File: config.mk
export PLATFORM = sky130hd
export DESIGN_NAME = fp_rint_unit
export DESIGN_NICKNAME = d
export VERILOG_FILES = /design/src/rtl/rint_pkg.sv /design/src/rtl/rint_msb_find.sv /design/src/rtl/rint_ctrl.sv /design/src/rtl/rint_datapath.sv /design/src/rtl/fp_rint_unit.sv
export SDC_FILE = /design/constraint.sdc
export NUM_CORES = 1
export LEC_CHECK = 0
export CAP_MARGIN = 20
export CORE_MARGIN = 2
export CORE_UTILIZATION = 56
export CTS_CLUSTER_DIAMETER = 50
export DETAILED_ROUTE_END_ITERATION = 6
export PLACE_DENSITY = 0.78
export SLEW_MARGIN = 20
export SYNTH_ARGS = -nofsm -noshare
export SYNTH_HDL_FRONTEND = slang
export SYNTH_SLANG_ARGS = --single-unit
File: constraint.sdc
create_clock -name clk -period 16.4 [get_ports clk]
set_input_delay 1.64 -clock clk [delete_from_list [all_inputs] [get_ports clk]]
set_output_delay 1.64 -clock clk [all_outputs]
set_load 0.01 [all_outputs]
File: src/rtl/rint_pkg.sv
package rint_pkg;
  localparam int EXP_W   = 8;
  localparam int FRAC_W  = 23;
  localparam int W       = 1 + EXP_W + FRAC_W;
  localparam int SIG_W   = FRAC_W + 1;
  localparam int BIAS    = (1 << (EXP_W - 1)) - 1;
  localparam int SHAMT_W = $clog2(SIG_W + 1);
  localparam logic [W-1:0] QNAN_CANON = {1'b0, {EXP_W{1'b1}}, 1'b1, {(FRAC_W-1){1'b0}}};

  typedef enum logic [1:0] {
    RM_NEAR = 2'b00,
    RM_ZERO = 2'b01,
    RM_UP   = 2'b10,
    RM_DOWN = 2'b11
  } rmodeT;

  typedef struct packed {
    logic load;
    logic snan;
    logic qnan;
    logic pass;
    logic flush;
    logic tiny;
  } ctlStrobesT;
endpackage

File: src/rtl/rint_msb_find.sv
module rint_msb_find #(
  parameter int IN_W  = 24,
  parameter int POS_W = 5
) (
  input  logic [IN_W-1:0]  vec,
  output logic [POS_W-1:0] pos,
  output logic             any
);
  logic [POS_W-1:0] stagePos [IN_W+1];

  assign stagePos[0] = '0;
  for (genvar i = 0; i < IN_W; i++) begin : g_scan
    assign stagePos[i+1] = vec[i] ? POS_W'(i) : stagePos[i];
  end

  assign pos = stagePos[IN_W];
  assign any = |vec;
endmodule

File: src/rtl/rint_ctrl.sv
module rint_ctrl
  import rint_pkg::*;
(
  input  logic         clk,
  input  logic         rst,
  input  logic [W-1:0] op,
  input  logic         inValid,
  output ctlStrobesT   ctl,
  output logic         outValidQ
);
  logic [EXP_W-1:0]  expField;
  logic [FRAC_W-1:0] fracField;
  logic              expMax;
  logic              fracNz;
  logic              isNan;

  assign expField  = op[W-2:FRAC_W];
  assign fracField = op[FRAC_W-1:0];
  assign expMax    = &expField;
  assign fracNz    = |fracField;
  assign isNan     = expMax && fracNz;

  always_comb begin
    ctl       = '0;
    ctl.load  = inValid;
    ctl.snan  = isNan && !fracField[FRAC_W-1];
    ctl.qnan  = isNan && fracField[FRAC_W-1];
    ctl.pass  = (expMax && !ctl.snan) ||
                ({1'b0, expField} >= (EXP_W+1)'(BIAS + FRAC_W));
    ctl.flush = (expField == '0);
    ctl.tiny  = ({1'b0, expField} < (EXP_W+1)'(BIAS - 1));
  end

  always_ff @(posedge clk) begin
    if (rst) outValidQ <= 1'b0;
    else     outValidQ <= inValid;
  end


  valid_latency_chk: assert property (@(posedge clk) disable iff (rst)
    inValid |=> outValidQ);

  valid_idle_chk: assert property (@(posedge clk) disable iff (rst)
    !inValid |=> !outValidQ);
endmodule

File: src/rtl/rint_datapath.sv
module rint_datapath
  import rint_pkg::*;
(
  input  logic         clk,
  input  logic         rst,
  input  logic [W-1:0] op,
  input  logic [1:0]   rm,
  input  ctlStrobesT   ctl,
  output logic [W-1:0] resultQ,
  output logic         inexactQ,
  output logic         invalidQ
);
  logic               sign;
  logic [EXP_W-1:0]   expField;
  logic [SIG_W:0]     sigX;
  logic [EXP_W:0]     shamtWide;
  logic [SHAMT_W-1:0] shamt;
  logic [SIG_W:0]     oneX;
  logic [SIG_W:0]     tail;
  logic [SIG_W:0]     halfX;
  logic [SIG_W-1:0]   intPart;
  logic               roundBit;
  logic               stickyBit;
  logic               incr;
  logic [SIG_W-1:0]   sum;
  logic [SHAMT_W-1:0] msbPos;
  logic               sumNz;
  logic [SIG_W-1:0]   normShift;
  logic [EXP_W-1:0]   expNorm;
  logic [W-1:0]       rounded;
  logic [W-1:0]       resultNext;
  logic               inexactNext;

  assign sign      = op[W-1];
  assign expField  = op[W-2:FRAC_W];
  assign sigX      = {2'b01, op[FRAC_W-1:0]};
  assign shamtWide = (EXP_W+1)'(BIAS + FRAC_W) - {1'b0, expField};
  assign shamt     = shamtWide[SHAMT_W-1:0];
  assign oneX      = (SIG_W+1)'(1);
  assign tail      = sigX & ((oneX << shamt) - oneX);
  assign halfX     = oneX << (shamt - SHAMT_W'(1));

  always_comb begin
    if (ctl.tiny) begin
      intPart   = '0;
      roundBit  = 1'b0;
      stickyBit = 1'b1;
    end else begin
      intPart   = SIG_W'(sigX >> shamt);
      roundBit  = |(tail & halfX);
      stickyBit = |(tail & (halfX - oneX));
    end
  end

  always_comb begin
    unique case (rmodeT'(rm))
      RM_NEAR: incr = roundBit && (stickyBit || intPart[0]);
      RM_ZERO: incr = 1'b0;
      RM_UP:   incr = (roundBit || stickyBit) && !sign;
      RM_DOWN: incr = (roundBit || stickyBit) && sign;
      default: incr = 1'b0;
    endcase
  end

  assign sum = intPart + SIG_W'(incr);

  rint_msb_find #(.IN_W(SIG_W), .POS_W(SHAMT_W)) u_msb (
    .vec (sum),
    .pos (msbPos),
    .any (sumNz)
  );

  assign normShift = sum << (SHAMT_W'(FRAC_W) - msbPos);
  assign expNorm   = EXP_W'(BIAS) + EXP_W'(msbPos);
  assign rounded   = sumNz ? {sign, expNorm, normShift[FRAC_W-1:0]}
                           : {sign, {(W-1){1'b0}}};

  always_comb begin
    inexactNext = 1'b0;
    if (ctl.snan)       resultNext = QNAN_CANON;
    else if (ctl.pass)  resultNext = op;
    else if (ctl.flush) resultNext = {sign, {(W-1){1'b0}}};
    else begin
      resultNext  = rounded;
      inexactNext = roundBit || stickyBit;
    end
  end

  always_ff @(posedge clk) begin
    if (rst) begin
      resultQ  <= '0;
      inexactQ <= 1'b0;
      invalidQ <= 1'b0;
    end else if (ctl.load) begin
      resultQ  <= resultNext;
      inexactQ <= inexactNext;
      invalidQ <= ctl.snan;
    end else begin
      inexactQ <= 1'b0;
      invalidQ <= 1'b0;
    end
  end


  flag_exclusive_chk: assert property (@(posedge clk) disable iff (rst)
    !(inexactQ && invalidQ));

  sign_keep_chk: assert property (@(posedge clk) disable iff (rst)
    (ctl.load && !ctl.snan && !ctl.qnan) |=> (resultQ[W-1] == $past(op[W-1])));

  toward_zero_mag_chk: assert property (@(posedge clk) disable iff (rst)
    (ctl.load && rm == 2'b01 && !ctl.snan && !ctl.qnan) |=>
      (resultQ[W-2:0] <= $past(op[W-2:0])));

  result_hold_chk: assert property (@(posedge clk) disable iff (rst)
    !ctl.load |=> $stable(resultQ));
endmodule

File: src/rtl/fp_rint_unit.sv
module fp_rint_unit
  import rint_pkg::*;
(
  input  logic        clk,
  input  logic        rst,
  input  logic [31:0] opIn,
  input  logic [1:0]  rmIn,
  input  logic        inValid,
  output logic [31:0] resultOut,
  output logic        outValid,
  output logic        inexactOut,
  output logic        invalidOut
);
  ctlStrobesT ctl;

  rint_ctrl u_ctrl (
    .clk       (clk),
    .rst       (rst),
    .op        (opIn),
    .inValid   (inValid),
    .ctl       (ctl),
    .outValidQ (outValid)
  );

  rint_datapath u_dp (
    .clk      (clk),
    .rst      (rst),
    .op       (opIn),
    .rm       (rmIn),
    .ctl      (ctl),
    .resultQ  (resultOut),
    .inexactQ (inexactOut),
    .invalidQ (invalidOut)
  );


  quiet_nan_out_chk: assert property (@(posedge clk) disable iff (rst)
    invalidOut |-> (outValid && resultOut == 32'h7FC0_0000));

  flags_need_valid_chk: assert property (@(posedge clk) disable iff (rst)
    (inexactOut || invalidOut) |-> outValid);
endmodule

==> metrics.txt, run 1 <==
Port Buffer Count 71; Hold Crit Class reg2reg; Reg-to-Reg Start u_dp.resultQ[22]; area occupied by registers 701 µm²; synthesized cell area 7490 µm²; cell taking the most area after synthesis dfxtp_1; Min Clock Period, post-route 12.48 ns; Slew @ Worst Pin 1.14 ns; area of the multi-input gates 6340 µm²; Starting Density 57.0%; power per cell area 82.7 nW/µm²; synthesized instance count 1041; Hold EP u_dp.resultQ[12]; cts repair resizes 0; Post-synth EDFFs 0; HPWL after DPL 22200 µm; initial DRC count 1449; critical path class in2reg; Synth Flop Type dfxtp_1; GRT Overall Usage 40.6%; hold depth 2; max_slew headroom 23.4%; Syn Area/Cell 7.20 µm²; die area 14300 µm²; CP peak stage delay 0.93 ns; total gr overflow 0; clock tree root buffer cell clkbuf_16; drt pass-1 iters 7; top cell type's share of synthesized area 9.35%; RSZ-0062 raised after global routing no; Critical Path AT 12.60 ns; Startpoint Class input port; slowest CP cell nor3_1; Yosys reg bits 35; initial antenna violation count 0; peak supply drop 0.0578 mV; top post-synthesis cells by area dfxtp_1 (9.4%), mux2i_1 (8.7%), nand2_1 (6.0%), mux4_2 (5.1%), o21ai_0 (3.9%); status finished, violations left; YS warnings 0; post-route clock period utilization 76.1%; failing checks DRC; CTS HTree Levels 2; clock sink total 35; Worst Skew 0 ns; CP max FO 42; dpl cell area 8210 µm²; Layout area overhead 11.7%; CP Data Required Time 16.52 ns; RR Endpoint u_dp.resultQ[22]; Ports 72; drt drc 1; Pleak 0.00301 µW; clk buf depth 2; CTS clock-pin slew for the worst setup and hold paths 0.06 ns; DR vias 9113; hold_buf cts 0; vias in the first global route 8428; Hold Violations, Final 0; largest net degree at the start of global routing 43; GP Congestion 1.02; CP Capture Type flip-flop; antenna-violating nets left 0; Die Ht 120 µm; wire length of the first global-routing pass 46500 µm; Ant. Diodes 0; count of cell types in the netlist 88; core region area 13100 µm²; hold path start u_dp.resultQ[12]; WL/cell 24.0 µm; Post-Syn Nets 1093; Pins Over Slew Limit 0; fin area 8370 µm²; Async S/R FF share, synth 0%; FP Rows 42; Final Net Count 1112; Seq/Total Area, Yosys 9.35%; share of layout cells above drive strength 1 8.77%; TNS Setup 0 ns; final wirelength 29600 µm; Setup Buffers After CTS 0; DIE WIDTH 120 µm; CTS tree built; total CTS buffers 5; Max Clk Rate 80.1 MHz; Reg2Reg Depth 4; top cells by count, synth nand2_1 (120), nor2_1 (77), mux2i_1 (65), o21ai_0 (59), a21oi_1 (54); FF-to-FF setup slack 15.22 ns; Max-cap violations 0; fill cell count 1189; Via density 7.37; Setup-failing EPs final 0; Tot Pwr 692 µW; clk_lat worst skew 0.28 ns; top-count cell post-synth nand2_1
==> registers in the layout, indices dropped and copies added, names as in the netlist <==
name	count
u_dp.inexactQ	1
u_dp.invalidQ	1
u_ctrl.outValidQ	1
u_dp.resultQ	32
==> kinds of logic after synthesis <==
kind of cell               synth area share (%)
adders and majority gates                  2.51
and+or+nand+nor                            26.0
buffers and inverters                      6.30
xor gates and xnor gates                   5.43
DFF                                        9.35
AOI/OAI and AO/OA                          32.4
muxes                                      18.1
==> through the flow <==
step / hold WS, ns / worst slack (ns) / std cells / utilization (%)
4_1_cts: 0.453 / 4.29 / 1237 / 63.7
6_report: 0.449 / 3.92 / 1237 / 63.7
2_1_floorplan: 0.474 / 6.97 / 1041 / -
5_1_grt: 0.494 / 3.25 / 1237 / 63.7
3_3_place_gp: 0.438 / 4.23 / 1229 / 62.5
3_5_place_dp: 0.443 / 4.01 / 1229 / 62.5
==> power breakdown <==
group / total [µW] / switching (µW) / internal [µW]
clock network: 96.4 / 35.8 / 60.6
logic: 496 / 313 / 183
registers: 100 / 5.75 / 94.2
total: 692 / 354 / 338
==> per-layer routing <==
| layer | vias to the layer above | global-route usage [%] | wire, µm |
|---|---|---|---|
| met5 | - | 0 | 0 |
| met4 | 0 | 17.1 | 1430 |
| met3 | 142 | 9.08 | 3810 |
| met2 | 681 | 61.6 | 12600 |
| met1 | 4215 | 55.4 | 11800 |
| li1 | 4075 | - | - |
==> critical path, delay by kind of cell <==
family	cells	cell delay (ns)
AO/OA/AOI/OAI	12	3.65
XOR/XNOR	1	0.15
adder cells (fa/ha/maj)	4	1.35
buffers and inverters	5	1.73
AND/OR/NAND/NOR	14	4.03
==> how the worst max path moves through the flow <==
stage | startpoint | endpoint | slack, ns | depth (start not counted)
2_1_floorplan | opIn[23] | u_dp.resultQ[9] | 6.97 | 40
3_3_place_gp | opIn[23] | u_dp.resultQ[19] | 4.23 | 37
3_5_place_dp | opIn[23] | u_dp.resultQ[19] | 4.01 | 37
4_1_cts | opIn[23] | u_dp.resultQ[19] | 4.29 | 37
5_1_grt | opIn[23] | u_dp.resultQ[19] | 3.25 | 37
6_report | opIn[23] | u_dp.resultQ[9] | 3.92 | 36
==> cells in the final DEF (no fill, tap or decap), types with 16 or more instances in the layout <==
cell type / count
o21ai_0: 58
a21oi_1: 54
inv_1: 21
nor3_1: 35
nor4_1: 19
nand2_1: 120
mux2_2: 23
dfxtp_1: 35
o211ai_1: 30
xnor2_1: 32
nand3_1: 34
a22oi_1: 24
mux4_2: 17
clkdlybuf4s50_1: 71
mux2i_1: 65
a211oi_1: 22
buf_4: 20
and3_1: 16
nor2_1: 77
==> final cells by class <==
class / instances / share of cell area (%)
clock buffers: 6 / 1.66
inverters: 24 / 1.08
repair buffers: 91 / 10.3
multi-input cells: 903 / 75.8
flip-flops and latches: 35 / 8.38
clock inverters: 2 / 0.194
well taps: 176 / 2.63
No activity file was read; power rests on OpenSTA's default activity.
==> inputs of run 2 (changes only) <==
--- a/config.mk
+++ b/config.mk
@@ -7,10 +7,10 @@
 export LEC_CHECK = 0
 export CAP_MARGIN = 20
 export CORE_MARGIN = 2
-export CORE_UTILIZATION = 56
+export CORE_UTILIZATION = 54
 export CTS_CLUSTER_DIAMETER = 50
 export DETAILED_ROUTE_END_ITERATION = 6
-export PLACE_DENSITY = 0.78
+export PLACE_DENSITY = 0.79
 export SLEW_MARGIN = 20
 export SYNTH_ARGS = -nofsm -noshare
 export SYNTH_HDL_FRONTEND = slang
==> constraint.sdc (replaced) <==
create_clock -name clk -period 10 [get_ports clk]
set_input_delay 1 -clock clk [delete_from_list [all_inputs] [get_ports clk]]
set_output_delay 1 -clock clk [all_outputs]
set_load 0.01 [all_outputs]
==> metrics.txt, run 2 (synthesis gave the netlist of run 1 again) <==
status complete, no violations (was finished, violations left); worst setup path startpoint opIn[23] (unchanged); Worst Skew 0 ns (unchanged); Slew @ Worst Pin 1.18 ns (was 1.14 ns); fin area 8680 µm² (was 8370 µm²); CTS clock-pin slew for the worst setup and hold paths 0.06 ns (about the same); grt met2 use 65.0% (was 61.6%); Clock power frac 15.2% (was 13.9%); most frequent cells in the layout nand2_1 (120), nor2_1 (77), clkdlybuf4s50_1 (71) (unchanged); total gr overflow 0 (unchanged); global routing's busiest layer met2 (unchanged); Comb power frac 71.2% (was 71.6%); DR vias 9349 (was 9113); vias in the first global route 8628 (was 8428); drt pass-1 iters 6 (was 7); final wirelength 32000 µm (was 29600 µm); M3 GR Usage 9.69% (was 9.08%); Startpoint Class input port (unchanged); number of flip-flops under the largest register name 32 (unchanged); Hold Violations, Final 0 (unchanged); total CTS buffers 5 (unchanged); Final Net Count 1144 (was 1112); met1 Usage GRT 58.9% (was 55.4%); die area 14800 µm² (was 14300 µm²); dpl cell area 8440 µm² (was 8210 µm²); Die Ht 122 µm (was 120 µm); FF-to-FF setup slack 8.75 ns (was 15.22 ns); RSZ-0062 raised after global routing no (unchanged); share of layout cells above drive strength 1 12.4% (was 8.77%); GRT Overall Usage 43.0% (was 40.6%); hold_buf cts 0 (unchanged); CTS HTree Levels 2 (unchanged); Largest Register u_dp.resultQ (unchanged); non-filler cells, final 1273 (was 1237); Port Buffer Count 71 (unchanged); drt drc 0 (was 1); clock tree root buffer cell clkbuf_16 (unchanged); Ant. Diodes 0 (unchanged); Placement Setup Slack 0.376 ns (was 4.01 ns); initial DRC count 1475 (was 1449); Max-cap violations 0 (unchanged); CP max FO 20 (was 42); Max Clk Rate 107 MHz; Layout area overhead 15.8% (was 11.7%); Pleak 0.00319 µW (was 0.00301 µW); initial antenna violation count 0 (unchanged); post-route clock period utilization 93.9%; Hold Crit Class reg2reg (unchanged); GP Congestion 1.02 (about the same); fill cell count 1306 (was 1189); critical path class in2reg (unchanged); CP peak stage delay 0.60 ns (was 0.93 ns); Starting Density 54.6% (was 57.0%); FP Rows 43 (was 42); largest net degree at the start of global routing 42 (was 43); Setup-failing EPs final 0 (unchanged); Critical Path AT 9.58 ns (was 12.60 ns); clk_lat worst skew 0.28 ns (about the same); last element of the critical path u_dp.resultQ[20] (was u_dp.resultQ[9]); core region area 13700 µm² (was 13100 µm²); CP Capture Type flip-flop (unchanged); antenna-violating nets left 0 (unchanged); commonest non-fill, non-tap cell in the layout nand2_1 (unchanged); Min Clock Period, post-route 9.39 ns; clock sink total 35 (unchanged); HPWL after DPL 24700 µm (was 22200 µm); Reg-to-Reg Start u_dp.resultQ[22] (unchanged); RR Endpoint u_dp.resultQ[22] (unchanged); power per cell area 140 nW/µm² (was 82.7 nW/µm²); wire length of the first global-routing pass 49900 µm (was 46500 µm); Via density 7.34 (was 7.37); DIE WIDTH 122 µm (was 120 µm); Pins Over Slew Limit 0 (unchanged); peak supply drop 0.0909 mV (was 0.0578 mV); Internal 602 µW (was 338 µW); CP Data Required Time 10.19 ns (was 16.52 ns); Setup WS post-layout 0.612 ns (was 3.92 ns); sw frac 50.4% (was 51.2%); Placed Cells 1263 (was 1229); Reg2Reg Depth 4 (unchanged); Ports 72 (unchanged); WL/cell 25.2 µm (was 24.0 µm); max_slew headroom 20.6% (was 23.4%); Sw Pwr 611 µW (was 354 µW); clk buf depth 2 (unchanged); TNS Setup 0 ns (unchanged); sequential power share 13.5% (was 14.4%); final hold slack 0.455 ns (was 0.449 ns); CTS tree built (unchanged); slowest CP cell xnor2_1 (was nor3_1)
run 2: how the worst min path moves through the flow:
| stage | from | to | depth (start not counted) |
|---|---|---|---|
| after floorplan | u_dp.resultQ[13] | u_dp.resultQ[13] | 2 |
| after global placement | u_dp.resultQ[5] | u_dp.resultQ[5] | 2 |
| after detailed placement | u_dp.resultQ[2] | u_dp.resultQ[2] | 2 |
| after CTS | u_dp.resultQ[2] | u_dp.resultQ[2] | 2 |
| after global routing | u_dp.resultQ[8] | u_dp.resultQ[8] | 2 |
| final | u_dp.resultQ[2] | u_dp.resultQ[2] | 2 |
run 2: power groups by stage:
stage / Combinational (µW) / Clock, µW / Sequential (µW)
4_1_cts: 817 / 185 / 164
6_report: 864 / 185 / 164
2_1_floorplan: 565 / 0 / 171
5_1_grt: 915 / 191 / 165
3_3_place_gp: 817 / 0 / 166
3_5_place_dp: 812 / 0 / 166
run 2: metrics by stage:
step	total power, µW	util, %
2_1_floorplan	736	-
3_3_place_gp	983	61.5
3_5_place_dp	978	61.5
4_1_cts	1170	62.8
5_1_grt	1270	63.2
6_report	1210	63.2
run 2: critical path: cells and delay by family:
family | cells | cell delay [ns]
compound gates | 12 | 2.72
xor+xnor | 2 | 0.83
fa+ha+maj | 3 | 0.86
buf+inv | 3 | 1.32
mux | 1 | 0.42
simple gates | 13 | 2.40
run 2: timing repair:
item,4_1_cts,5_1_grt
buffers inserted,0,2
resized for setup,0,13
endpoints found under the setup margin,0,27
run 2: area by class of cell:
class | instances | area [µm²] | share of cell area [%]
Multi-Input combinational cell | 903 | 6390 | 73.6
Timing Repair Buffer | 123 | 1100 | 12.7
Sequential cell | 35 | 701 | 8.07
Tap cell | 180 | 225 | 2.60
Clock buffer | 5 | 125 | 1.44
Inverter | 24 | 90.1 | 1.04
Clock inverter | 3 | 47.5 | 0.548
run 2: layer usage:
metal,routed length [µm],part of all wire [%]
met5,0,0
met4,1630,5.1
met3,3700,12
met2,13800,43
met1,12900,40
==> inputs of run 3 (changes only) <==
--- a/config.mk
+++ b/config.mk
@@ -10,7 +10,8 @@
 export CORE_UTILIZATION = 54
 export CTS_CLUSTER_DIAMETER = 50
 export DETAILED_ROUTE_END_ITERATION = 6
-export PLACE_DENSITY = 0.79
+export PLACE_DENSITY = 0.89
+export REMOVE_ABC_BUFFERS = 1
 export SLEW_MARGIN = 20
 export SYNTH_ARGS = -nofsm -noshare
 export SYNTH_HDL_FRONTEND = slang
==> metrics.txt, run 3 (synthesis gave the netlist of run 1 again) <==
largest net degree at the start of global routing 35 (was 42); Starting Density 54.6% (unchanged); total CTS buffers 5 (unchanged); Hold Violations, Final 0 (unchanged); number of flip-flops under the largest register name 32 (unchanged); peak supply drop 0.101 mV (was 0.0909 mV); final hold slack 0.455 ns (about the same); CTS HTree Levels 2 (unchanged); Pleak 0.00320 µW (was 0.00319 µW); slowest CP cell clkdlybuf4s50_1 (was xnor2_1); non-filler cells, final 1278 (was 1273); Via density 7.47 (was 7.34); Ports 72 (unchanged); Largest Register u_dp.resultQ (unchanged); Metal-1 WL 12200 µm (was 12900 µm); Comb power frac 73.5% (was 71.2%); Layout Utilization 63.2% (about the same); post-route clock period utilization 96.1% (was 93.9%); GRT Overall Usage 43.9% (was 43.0%); clk_lat worst skew 0.28 ns (about the same); Min Clock Period, post-route 9.61 ns (was 9.39 ns); drt pass-1 iters 7 (was 6); initial DRC count 1682 (was 1475); Routed met2 length 14100 µm (was 13800 µm); HPWL after DPL 25500 µm (was 24700 µm); CTS tree built (unchanged); CTS clock-pin slew for the worst setup and hold paths 0.06 ns (about the same); Placed Cells 1270 (was 1263); Ant. Diodes 0 (unchanged); DIE WIDTH 122 µm (unchanged); WL/cell 25.9 µm (was 25.2 µm); commonest non-fill, non-tap cell in the layout nand2_1 (unchanged); final wirelength 33100 µm (was 32000 µm); antenna-violating nets left 0 (unchanged); area of the multi-input gates 6360 µm² (was 6390 µm²); Top Metal Used met4 (unchanged); FP Rows 43 (unchanged); share of layout cells above drive strength 1 12.2% (was 12.4%); Layout area overhead 15.7% (was 15.8%); Die Ht 122 µm (unchanged); Final Net Count 1149 (was 1144); most frequent cells in the layout nand2_1 (120), nor2_1 (77), clkdlybuf4s50_1 (70) (was nand2_1 (120), nor2_1 (77), clkdlybuf4s50_1 (71)); Startpoint Class input port (unchanged); Internal 575 µW (was 602 µW); Critical Path AT 9.79 ns (was 9.58 ns); Hold Crit Class reg2reg (unchanged); Setup Buffers After CTS 0 (unchanged); clock tree root buffer cell clkbuf_16 (unchanged); CP peak stage delay 0.65 ns (was 0.60 ns); fin area 8670 µm² (was 8680 µm²); critical path class in2reg (unchanged); CP Capture Type flip-flop (unchanged); power per cell area 137 nW/µm² (was 140 nW/µm²); Max-cap violations 0 (unchanged); drt drc 3 (was 0); Port Buffer Count 71 (unchanged); fill cell count 1303 (was 1306); CP max FO 11 (was 20); Setup-failing EPs final 0 (unchanged); status finished, violations left (was complete, no violations); DR WL met3 4620 µm (was 3700 µm); CP Data Required Time 10.18 ns (was 10.19 ns); die area 14800 µm² (unchanged); FF-to-FF setup slack 8.83 ns (was 8.75 ns); RSZ-0062 raised after global routing yes (was no); initial antenna violation count 0 (unchanged); area occupied by registers 701 µm² (unchanged); total gr overflow 0 (unchanged); Clock power frac 12.8% (was 15.2%); GP Congestion 1.01 (was 1.02); sequential power share 13.8% (was 13.5%); Worst Skew 0 ns (unchanged); Max Clk Rate 104 MHz (was 107 MHz); sw frac 51.6% (was 50.4%); clock sink total 35 (unchanged); core region area 13700 µm² (unchanged); DR vias 9547 (was 9349); Slew @ Worst Pin 0.916 ns (was 1.18 ns); Pins Over Slew Limit 0 (unchanged); max_slew headroom 38.6% (was 20.6%); vias in the first global route 8808 (was 8628); wire length of the first global-routing pass 50600 µm (was 49900 µm); dpl cell area 8510 µm² (was 8440 µm²); failing checks DRC; clk buf depth 2 (unchanged); Sw Pwr 612 µW (was 611 µW)
==> run 3: area by class of cell <==
cell class                      count  area share (%)
Clock buffer                        6            1.49
Clock inverter                      2           0.144
Inverter                           24            1.04
Multi-Input combinational cell    903            73.3
Sequential cell                    35            8.08
Tap cell                          180            2.60
Timing Repair Buffer              128            13.3
==> run 3: metal layers <==
metal  GRT usage (%)  up-vias
met5               0        -
met4            23.1        0
met3            11.0      184
met2            66.8      785
met1            57.2     4444
li1                -     4134
==> run 3: power by group through the flow <==
stage,registers (µW),logic (µW),clock network [µW]
after floorplan,171,527,0
after global placement,165,828,0
after detailed placement,166,822,0
after CTS,163,826,150
after global routing,164,917,157
final,163,872,152
==> run 3: worst max-delay path: cells and delay by family <==
family          cells  cell delay (ns)
fa+ha+maj           4             0.94
simple gates       15             3.24
compound gates      9             2.18
buf+inv             4             1.10
mux                 4             1.29
==> run 3: per-stage QoR <==
| stage | worst slack (ns) | TNS [ns] | power, µW |
|---|---|---|---|
| global route | -0.00790 | -0.00790 | 1240 |
| floorplan | 0.472 | 0 | 698 |
| finish | 0.387 | 0 | 1190 |
| CTS | 0.385 | 0 | 1140 |
| detailed placement | 0.126 | 0 | 988 |
| global placement | 0.253 | 0 | 993 |
==> run 3: timing repair <==
action / CTS / global route
resized for setup: 0 / 7
endpoints found under the setup margin: 0 / 27
hold buffers: 0 / 0
==> run 3: path summary, 6_finish.rpt <==
check | end | from | cells past startpoint
max reg2reg | u_dp.resultQ[21] | u_dp.resultQ[21] | 4
min reg2reg | u_dp.resultQ[2] | u_dp.resultQ[2] | 2
min | u_dp.resultQ[2] | u_dp.resultQ[2] | 2
max | u_dp.resultQ[11] | opIn[24] | 36
